[config.mk]
export PLATFORM = sky130hd
export DESIGN_NAME = oddclk_div
export DESIGN_NICKNAME = d
export VERILOG_FILES = /design/src/rtl/oddclk_pkg.sv /design/src/rtl/oddclk_modn_counter.sv /design/src/rtl/oddclk_toggle_cell.sv /design/src/rtl/oddclk_div.sv
export SDC_FILE = /design/constraint.sdc
export NUM_CORES = 1
export LEC_CHECK = 0
export BUFFER_PORTS_ARGS = -buffer_cell sky130_fd_sc_hd__buf_2
export CAP_MARGIN = 20
export CORE_AREA = 2 2 39 41
export DETAILED_ROUTE_END_ITERATION = 8
export DIE_AREA = 0 0 41 43
export PLACE_DENSITY = 0.31
export SKIP_LAST_GASP = 1
export SLEW_MARGIN = 15
export SYNTH_ARGS = -nofsm -noshare
export SYNTH_HDL_FRONTEND = slang
export SYNTH_SLANG_ARGS = --single-unit
[constraint.sdc]
create_clock -name ref_clk -period 1.05 [get_ports ref_clk]
set_input_delay 0.21 -clock ref_clk [delete_from_list [all_inputs] [get_ports ref_clk]]
set_output_delay 0.21 -clock ref_clk [all_outputs]
set_load 0.005 [all_outputs]
[src/rtl/oddclk_pkg.sv]
`timescale 1ns/1ps
package oddclk_pkg;

  // Counter width needed to hold 0 .. n-1.
  function automatic int cnt_width(input int n);
    int w;
    w = 1;
    while ((1 << w) < n) w = w + 1;
    return w;
  endfunction

  // Count value at which the falling-edge toggle flips.
  function automatic int mid_count(input int n);
    return (n / 2) + 1;
  endfunction

  // Count value at which the counter wraps.
  function automatic int last_count(input int n);
    return n - 1;
  endfunction

  // Only odd ratios of three or more are legal.
  function automatic bit ratio_legal(input int n);
    return (n >= 3) && ((n % 2) == 1);
  endfunction

endpackage

[src/rtl/oddclk_modn_counter.sv]
`timescale 1ns/1ps
module oddclk_modn_counter
  import oddclk_pkg::*;
#(
  parameter int DIV_N = 5,
  parameter int CW    = cnt_width(DIV_N)
) (
  input  logic          clk,
  input  logic          rst,
  output logic [CW-1:0] cnt_o,
  output logic          at_zero_o,
  output logic          at_mid_o
);
  localparam logic [CW-1:0] LAST_V = CW'(last_count(DIV_N));
  localparam logic [CW-1:0] MID_V  = CW'(mid_count(DIV_N));

  logic [CW-1:0] cnt_q;
  logic [CW-1:0] cnt_d;
  logic          wrap;

  assign wrap = (cnt_q == LAST_V);

  always_comb begin
    if (wrap) cnt_d = '0;
    else      cnt_d = cnt_q + 1'b1;
  end

  always_ff @(posedge clk or posedge rst) begin
    if (rst) cnt_q <= '0;
    else     cnt_q <= cnt_d;
  end

  // The compares come from the register and change only after a rising edge.
  // The falling-edge user samples them half a period later.
  assign at_zero_o = (cnt_q == '0);
  assign at_mid_o  = (cnt_q == MID_V);
  assign cnt_o     = cnt_q;
endmodule

[src/rtl/oddclk_toggle_cell.sv]
`timescale 1ns/1ps
module oddclk_toggle_cell #(
  parameter bit ON_FALL = 1'b0
) (
  input  logic clk,
  input  logic rst,
  input  logic en_i,
  output logic q_o
);
  logic q;

  generate
    if (ON_FALL) begin : g_fall
      always_ff @(negedge clk or posedge rst) begin
        if (rst)       q <= 1'b0;
        else if (en_i) q <= ~q;
      end
    end else begin : g_rise
      always_ff @(posedge clk or posedge rst) begin
        if (rst)       q <= 1'b0;
        else if (en_i) q <= ~q;
      end
    end
  endgenerate

  assign q_o = q;
endmodule

[src/rtl/oddclk_div.sv]
`timescale 1ns/1ps
module oddclk_div
  import oddclk_pkg::*;
#(
  parameter int DIV_N = 5
) (
  input  logic ref_clk,
  input  logic rst,
  output logic clk_out
);
  localparam int CW = cnt_width(DIV_N);

  generate
    if (!ratio_legal(DIV_N)) begin : g_bad_ratio
      $error("oddclk_div: DIV_N must be odd and at least 3");
    end
  endgenerate

  // Internal events are named so that the bound checker can reach them.
  logic [CW-1:0] cnt_q;
  logic          hit_zero;
  logic          hit_mid;
  logic          rise_tgl;
  logic          fall_tgl;

  oddclk_modn_counter #(.DIV_N(DIV_N), .CW(CW)) u_cnt (
    .clk       (ref_clk),
    .rst       (rst),
    .cnt_o     (cnt_q),
    .at_zero_o (hit_zero),
    .at_mid_o  (hit_mid)
  );

  oddclk_toggle_cell #(.ON_FALL(1'b0)) u_tgl_rise (
    .clk  (ref_clk),
    .rst  (rst),
    .en_i (hit_zero),
    .q_o  (rise_tgl)
  );

  oddclk_toggle_cell #(.ON_FALL(1'b1)) u_tgl_fall (
    .clk  (ref_clk),
    .rst  (rst),
    .en_i (hit_mid),
    .q_o  (fall_tgl)
  );

  // The two inputs are a quarter period apart, so only one of them
  // changes at any moment.
  assign clk_out = rise_tgl ^ fall_tgl;
endmodule

* After elaboration in Yosys (flattened, before gate mapping)
Cells that the tools add are included.
Storage, ports and cells: register bits 5, output and inout bits 1, word-level logic and storage cells 11, input bits 2
Cells by class: add/subtract/negate cells 1, multiplexer cells 1, bitwise gates (word level) 3, eq/ne operators 2, reductions and logical operators 1
Operator list (number):
- $add 3x1->3 const B | 1
- $eq 3x2->1 const B | 1
- $eq 3x3->1 const B | 1
- $logic_not 3->1 | 1
- $mux 3 | 1
- $not 1->1 | 2
- $xor 1x1->1 | 1

* Longest topological paths before layout
Gate-level depths: netlist of the first run.
depth after elaboration 2, gate-level depth with buffers 4

* Hierarchy
A second synthesis of the first run with hierarchy kept.
Second synthesis, totals: cell total of the unflattened synthesis 21, area, all modules 235.2 µm²
Modules (own cells, without submodules):
- oddclk_modn_counter | cells an instance 14, area an instance 151.4 µm², times used 1
- oddclk_toggle_cell | cells an instance 3, area an instance 37.5 µm², times used 2
- oddclk_div | cells an instance 1, area an instance 8.8 µm², times used 1

==> results of run 1 <==
==> what timing repair did <==
action,4_1_cts,5_1_grt
pin swaps,1,2
endpoints found under the hold margin,4,0
setup endpoints to repair,4,3
resized for setup,4,2
hold buffers,1,0
buffers inserted,2,1
==> worst paths after layout <==
check	start	endpoint	slack, ps	depth (start not counted)
max	u_tgl_fall.q_o$_DFFE_NP0N_	clk_out	-610	2
min	rst	u_tgl_rise.q_o$_DFFE_PP0N_	490	4
max reg2reg	u_cnt.cnt_o[0]$_DFF_PP0_	u_tgl_fall.q_o$_DFFE_NP0N_	-490	3
min reg2reg	u_tgl_rise.q_o$_DFFE_PP0N_	u_tgl_rise.q_o$_DFFE_PP0N_	510	1
max in group asynchronous	rst	u_tgl_fall.q_o$_DFFE_NP0N_	160	3
min in group ref_clk	u_tgl_rise.q_o$_DFFE_PP0N_	u_tgl_rise.q_o$_DFFE_PP0N_	510	1
==> routing by layer <==
metal | global-route usage [%] | vias up | part of all wire (%) | wire (um)
met5 | 0 | - | 0 | 0
met4 | 6.00 | 0 | 0 | 0
met3 | 6.28 | 0 | 5.9 | 26
met2 | 9.06 | 4 | 54 | 240
met1 | 7.79 | 76 | 40 | 176
li1 | - | 85 | - | -
==> power groups by stage <==
stage	registers, W	clock network, W	logic, W
finish	0.000194	0.000219	0.0000117
global route	0.000193	0.000250	0.0000133
floorplan	0.000196	0	0.00000313
detailed placement	0.000196	0	0.00000930
CTS	0.000193	0.000236	0.0000122
global placement	0.000196	0	0.00000889
==> cells in the mapped netlist <==
library cell	count
xor2_1	2
dfrtp_1	4
a21boi_0	1
inv_1	4
ha_1	3
dfrtn_1	1
xnor2_1	1
a21oi_1	2
nand2b_4	1
==> sequential cells by signal, indices dropped and copies added (netlist names) <==
name and flops:
u_tgl_rise.q_o 1, u_cnt.cnt_o 3, u_tgl_fall.q_o 1
==> cell type report <==
type / count / area [um^2]
Timing Repair Buffer: 10 / 72.6
Sequential cell: 5 / 125
Clock buffer: 4 / 26.3
Inverter: 4 / 15.0
Multi-Input combinational cell: 10 / 130
Fill cell: 146 / 995
Tap cell: 16 / 20.0
==> stage by stage <==
stage	setup WS (ps)	total power, W	setup TNS (ps)
after floorplan	-459	0.000200	-727
after global routing	-689	0.000456	-1440
after global placement	-479	0.000205	-874
final	-609	0.000425	-1230
after detailed placement	-485	0.000206	-912
after CTS	-631	0.000441	-1100
==> worst min-delay path, stage by stage <==
cell           delay, ps
dlygate4sd3_1        530
buf_2                120
inv_1                 60
buf_4                140
==> cell families after synthesis <==
kind of cell             Yosys count
XOR/XNOR                           3
adder cells (fa/ha/maj)            3
buffers and inverters              4
flip-flops                         5
AND/OR/NAND/NOR                    1
AO/OA/AOI/OAI                      3
==> results.sh, run 1 <==
export IMPL_status="finished, violations left"
export IMPL_failed_checks="negative setup slack"
export IMPL_hold_viol=0
export IMPL_switchingPower_w=0.0000811
export IMPL_worst_hold_slack_ps=490
export IMPL_cp_slowest_cell="dfrtn_1"
export IMPL_yosys_top_cells_area="dfrtp_1 (43%), ha_1 (16%), dfrtn_1 (11%), xor2_1 (7.4%), inv_1 (6.4%)"
export IMPL_cp_top_family="flip-flops"
export IMPL_numPortBuffers=2
export IMPL_grt_use_total_pct=7.45
export IMPL_start_util_pct=17.0
export IMPL_worst_slack_ps=-609
export IMPL_pwr_share_seq_pct=45.6
export IMPL_cts_sinks=5
export IMPL_startpoint_type="flop"
export IMPL_synthToLayoutAreaGrowth_pct=65.4
export IMPL_critical_path_class="flop to primary output"
export IMPL_row_count=14
export IMPL_antenna_left=0
export IMPL_synth_top_family_by_area="adder cells"
export IMPL_synth_seq_cells=5
export IMPL_grt_pass1_wl_um=765
export IMPL_synth_nets=24
export IMPL_antenna_found_initial=0
export IMPL_ys_warn_count=0
export IMPL_cap_violations=0
export IMPL_cp_end_kind="primary output"
export IMPL_drt_initial_drc_count=3
export IMPL_p_leak_nw=0.211
export IMPL_syn_area_per_cell_um2=12.4
export IMPL_drive_gt1_share_pct=57.6
export IMPL_max_vdd_ir_drop_mv=0.407
export IMPL_drtPass1Iterations=2
export IMPL_syn_cell_area_um2=235
export IMPL_fp_dieW_um=41
export IMPL_worst_path_buf_inv=1
export IMPL_synthAdderAreaFrac_pct=16.0
export IMPL_final_util_pct=28.1
export IMPL_fin_nets=39
export IMPL_crit_fanout=2
export IMPL_grt_max_degree=5
export IMPL_cts_tree="built"
export IMPL_tightest_slew_ps=134
export IMPL_pin_count=3
export IMPL_fp_dieH_um=43
export IMPL_drcViolationCount=0
export IMPL_power_frac_clock_pct=51.6
export IMPL_p_comb_share_pct=2.7
export IMPL_arrival_ps=1450
export IMPL_layout_cells_most_common="buf_4"
export IMPL_yosysSeqAreaShare_pct=53.2
export IMPL_yosysTopAreaCellShare_pct=42.6
export IMPL_placed_cell_area_um2=300
export IMPL_htreeDepth=1
export IMPL_cts_root_buf="clkbuf_4"
export IMPL_cp_slowest_stage_delay_ps=420
export IMPL_dp_cells=41
export IMPL_crit_required_ps=840
export IMPL_powerDensity_nw_per_um2=1090
export IMPL_grt_overflow=0
export IMPL_drt_total_wl_um=443
export IMPL_fin_area_um2=389
export IMPL_final_cells=49
export IMPL_drv_slew=0
export IMPL_clk_pin_slew_ps=40
export IMPL_internal_power_w=0.000344
export IMPL_cts_buffers=3
export IMPL_clock_path_buffers=2
export IMPL_dieArea_um2=1760
export IMPL_switching_share_pct=19.1
export IMPL_yosys_area_top_type="dfrtp_1"
export IMPL_coreArea_um2=1380
export IMPL_avgViaCountPerCell=3.37
export IMPL_relSlewSlack_pct=91.0
export IMPL_yosys_cell_types_count=9
export IMPL_first_global_vias=190
export IMPL_vias=165
export IMPL_hold_class="input pin to async pin"
export IMPL_skew_ps=14.7
export IMPL_crit_chain="xor2_1, buf_2"
export IMPL_clkLatencyLatePin_ps=250
export IMPL_num_antenna_cells=0
export IMPL_rsz0062_at_grt="yes"
export IMPL_synth_xor_area_share_pct=11.2
export IMPL_gp_congestion=0.642
export IMPL_synth_cells=19
export IMPL_synth_mux_area_share_pct=0
export IMPL_synth_simple_area_share_pct=5.85
export IMPL_wl_per_cell_um=9.04
export IMPL_synth_compound_gate_area_share_pct=7.45
export IMPL_setup_viol=4
export IMPL_layout_common_cells="buf_4 (7), dfrtp_1 (4), clkbuf_4 (3)"
No activity file was read; power rests on OpenSTA's default activity.
==> inputs of run 2 (changes only) <==
--- a/config.mk
+++ b/config.mk
@@ -8,6 +8,7 @@
 export BUFFER_PORTS_ARGS = -buffer_cell sky130_fd_sc_hd__buf_2
 export CAP_MARGIN = 20
 export CORE_AREA = 2 2 39 41
+export CTS_CLUSTER_DIAMETER = 50
 export DETAILED_ROUTE_END_ITERATION = 8
 export DIE_AREA = 0 0 41 43
 export PLACE_DENSITY = 0.31
@@ -15,4 +16,5 @@
 export SLEW_MARGIN = 15
 export SYNTH_ARGS = -nofsm -noshare
 export SYNTH_HDL_FRONTEND = slang
+export SYNTH_HIERARCHICAL = 1
 export SYNTH_SLANG_ARGS = --single-unit
==> results.sh, run 2 <==
export IMPL_clkLatencyLatePin_ps=250
export IMPL_num_antenna_cells=0
export IMPL_first_global_vias=173
export IMPL_startpoint_type="flop"
export IMPL_yosys_top_cells_area="dfrtp_1 (43%), ha_1 (16%), xor2_1 (11%), dfrtn_1 (11%), inv_1 (9.6%)"
export IMPL_layout_cells_most_common="buf_4"
export IMPL_cp_slowest_stage_delay_ps=410
export IMPL_crit_required_ps=840
export IMPL_drtPass1Iterations=1
export IMPL_vias=170
export IMPL_dieArea_um2=1760
export IMPL_syn_cell_area_um2=235
export IMPL_synth_nets=26
export IMPL_arrival_ps=1440
export IMPL_htreeDepth=1
export IMPL_fin_nets=41
export IMPL_critical_path_class="flop to primary output"
export IMPL_yosys_area_top_type="dfrtp_1"
export IMPL_hold_class="input pin to async pin"
export IMPL_rsz0062_at_grt="yes"
export IMPL_hold_viol=0
export IMPL_cts_sinks=5
export IMPL_avgViaCountPerCell=3.33
export IMPL_synth_top_cells_by_count="inv_1 (6), dfrtp_1 (4), ha_1 (3), xor2_1 (3), a21oi_1 (2)"
export IMPL_largest_reg_flops=3
export IMPL_relSlewSlack_pct=92.1
export IMPL_max_vdd_ir_drop_mv=0.491
export IMPL_wl_met2_um=242
export IMPL_synth_ff_type="dfrtp_1"
export IMPL_status="finished, violations left"
export IMPL_gp_congestion=0.686
export IMPL_cp_slowest_cell="dfrtn_1"
export IMPL_drt_total_wl_um=487
export IMPL_grt_overflow=0
export IMPL_timing_rr_start="u_cnt/cnt_o[0]$_DFF_PP0_"
export IMPL_dr_wl_met3_um=26
export IMPL_row_count=14
export IMPL_worstReg2RegEnd="u_tgl_fall/q_o$_DFFE_NP0P_"
export IMPL_yosys_cell_types_count=8
export IMPL_cts_buffers=3
export IMPL_grt_use_total_pct=6.85
export IMPL_syn_area_per_cell_um2=11.2
export IMPL_crit_fanout=2
export IMPL_final_cells=51
export IMPL_drt_initial_drc_count=0
export IMPL_synth_seq_cells=5
export IMPL_cts_root_buf="clkbuf_4"
export IMPL_start_util_pct=17.0
export IMPL_cap_violations=0
export IMPL_coreArea_um2=1380
export IMPL_ys_warn_count=6
export IMPL_crit_chain="xor2_1, buf_2"
export IMPL_cts_tree="built"
export IMPL_failed_checks="negative setup slack"
export IMPL_powerDensity_nw_per_um2=1070
export IMPL_grt_max_degree=5
export IMPL_synth_cells=21
export IMPL_drv_slew=0
export IMPL_p_leak_nw=0.231
export IMPL_tightest_slew_ps=119
export IMPL_regToRegSetupSlack_ps=-500
export IMPL_skew_ps=12.3
export IMPL_post_synth_top_count_cell="inv_1"
export IMPL_synthToLayoutAreaGrowth_pct=70.7
export IMPL_antenna_found_initial=0
export IMPL_numPortBuffers=2
export IMPL_m1WireLength_um=218
export IMPL_clock_path_buffers=2
export IMPL_worst_slack_ps=-601
export IMPL_fp_dieH_um=43
export IMPL_grt_pass1_wl_um=662
export IMPL_antenna_left=0
export IMPL_synth_edff_count=0
export IMPL_cp_top_family="flip-flops"
export IMPL_dp_slack_ps=-482
export IMPL_pin_count=3
export IMPL_fp_dieW_um=41
export IMPL_yosysSeqAreaShare_pct=53.2
export IMPL_routed_top_layer="met3"
export IMPL_cp_end_kind="primary output"
export IMPL_layout_common_cells="buf_4 (5), inv_1 (4), dfrtp_1 (4), xor2_1 (3), clkbuf_4 (3)"
export IMPL_hpwl_um=334
export IMPL_postSynth_asyncResetShare_pct=100
export IMPL_dp_cells=43
export IMPL_wl_per_cell_um=9.55
export IMPL_yosysTopAreaCellShare_pct=42.6
export IMPL_clk_pin_slew_ps=50
export IMPL_drcViolationCount=0
export IMPL_drive_gt1_share_pct=51.4
export IMPL_worstRegToRegCells=3
export IMPL_setup_viol=2
export IMPL_worst_path_buf_inv=1
[run 2: layout make-up]
type | instances | area [um^2]
clock buffer | 4 | 26.3
sequential | 5 | 125
multi-input combinational | 10 | 123
inverter | 6 | 27.5
tap | 16 | 20.0
timing repair buffer | 10 | 80.1
fill | 144 | 982
[run 2: worst min-delay path, delay by kind of cell]
family,cells,cell delay (ps)
buffers and inverters,3,720
[run 2: kinds of logic (layout without fill, tap and decap cells)]
group | count (synthesis) | after routing | synth area share (%)
AOI/OAI and AO/OA | 3 | 3 | 7.45
xor gates and xnor gates | 3 | 3 | 11.2
adders and majority gates | 3 | 3 | 16.0
buffers and inverters | 6 | 20 | 9.57
DFF | 5 | 5 | 53.2
and+or+nand+nor | 1 | 1 | 2.66
[run 2: metal layers]
layer,vias up,track usage (%)
met5,-,0
met4,0,8.00
met3,0,6.28
met2,3,8.44
met1,76,5.52
li1,91,-
[run 2: where the power goes]
group          leakage, nW  switching, W  internal [W]
logic                0.151    0.00000550    0.00000458
clock network       0.0150     0.0000832      0.000144
registers           0.0652             0      0.000194
total                0.231     0.0000887      0.000342
[run 2: worst max-delay path by stage]
stage | end | depth (start not counted) | from
6_report | clk_out | 2 | u_tgl_fall/q_o$_DFFE_NP0P_
4_1_cts | clk_out | 2 | u_tgl_fall/q_o$_DFFE_NP0P_
2_1_floorplan | u_tgl_fall/q_o$_DFFE_NP0P_ | 3 | u_cnt/cnt_o[0]$_DFF_PP0_
5_1_grt | clk_out | 2 | u_tgl_fall/q_o$_DFFE_NP0P_
3_3_place_gp | u_tgl_fall/q_o$_DFFE_NP0P_ | 3 | u_cnt/cnt_o[0]$_DFF_PP0_
3_5_place_dp | u_tgl_fall/q_o$_DFFE_NP0P_ | 3 | u_cnt/cnt_o[1]$_DFF_PP0_
[run 2: per-stage QoR]
step	hold slack (ps)	total power [W]	setup TNS, ps	util, %	instance area (um^2)
finish	371	0.000431	-1100	29.0	402
global route	377	0.000465	-1190	29.0	402
CTS	363	0.000449	-1160	24.5	339
detailed placement	73.4	0.000204	-878	21.7	300
global placement	68.9	0.000204	-856	21.7	300
floorplan	-61.3	0.000200	-727	-	240
[run 2: repair_timing]
| action | 4_1_cts | 5_1_grt |
|---|---|---|
| endpoints found under the hold margin | 4 | 0 |
| setup endpoints to repair | 3 | 6 |
| buffers inserted | 0 | 3 |
| resized for setup | 1 | 10 |
| hold buffers | 1 | 0 |
| pin swaps | 1 | 1 |
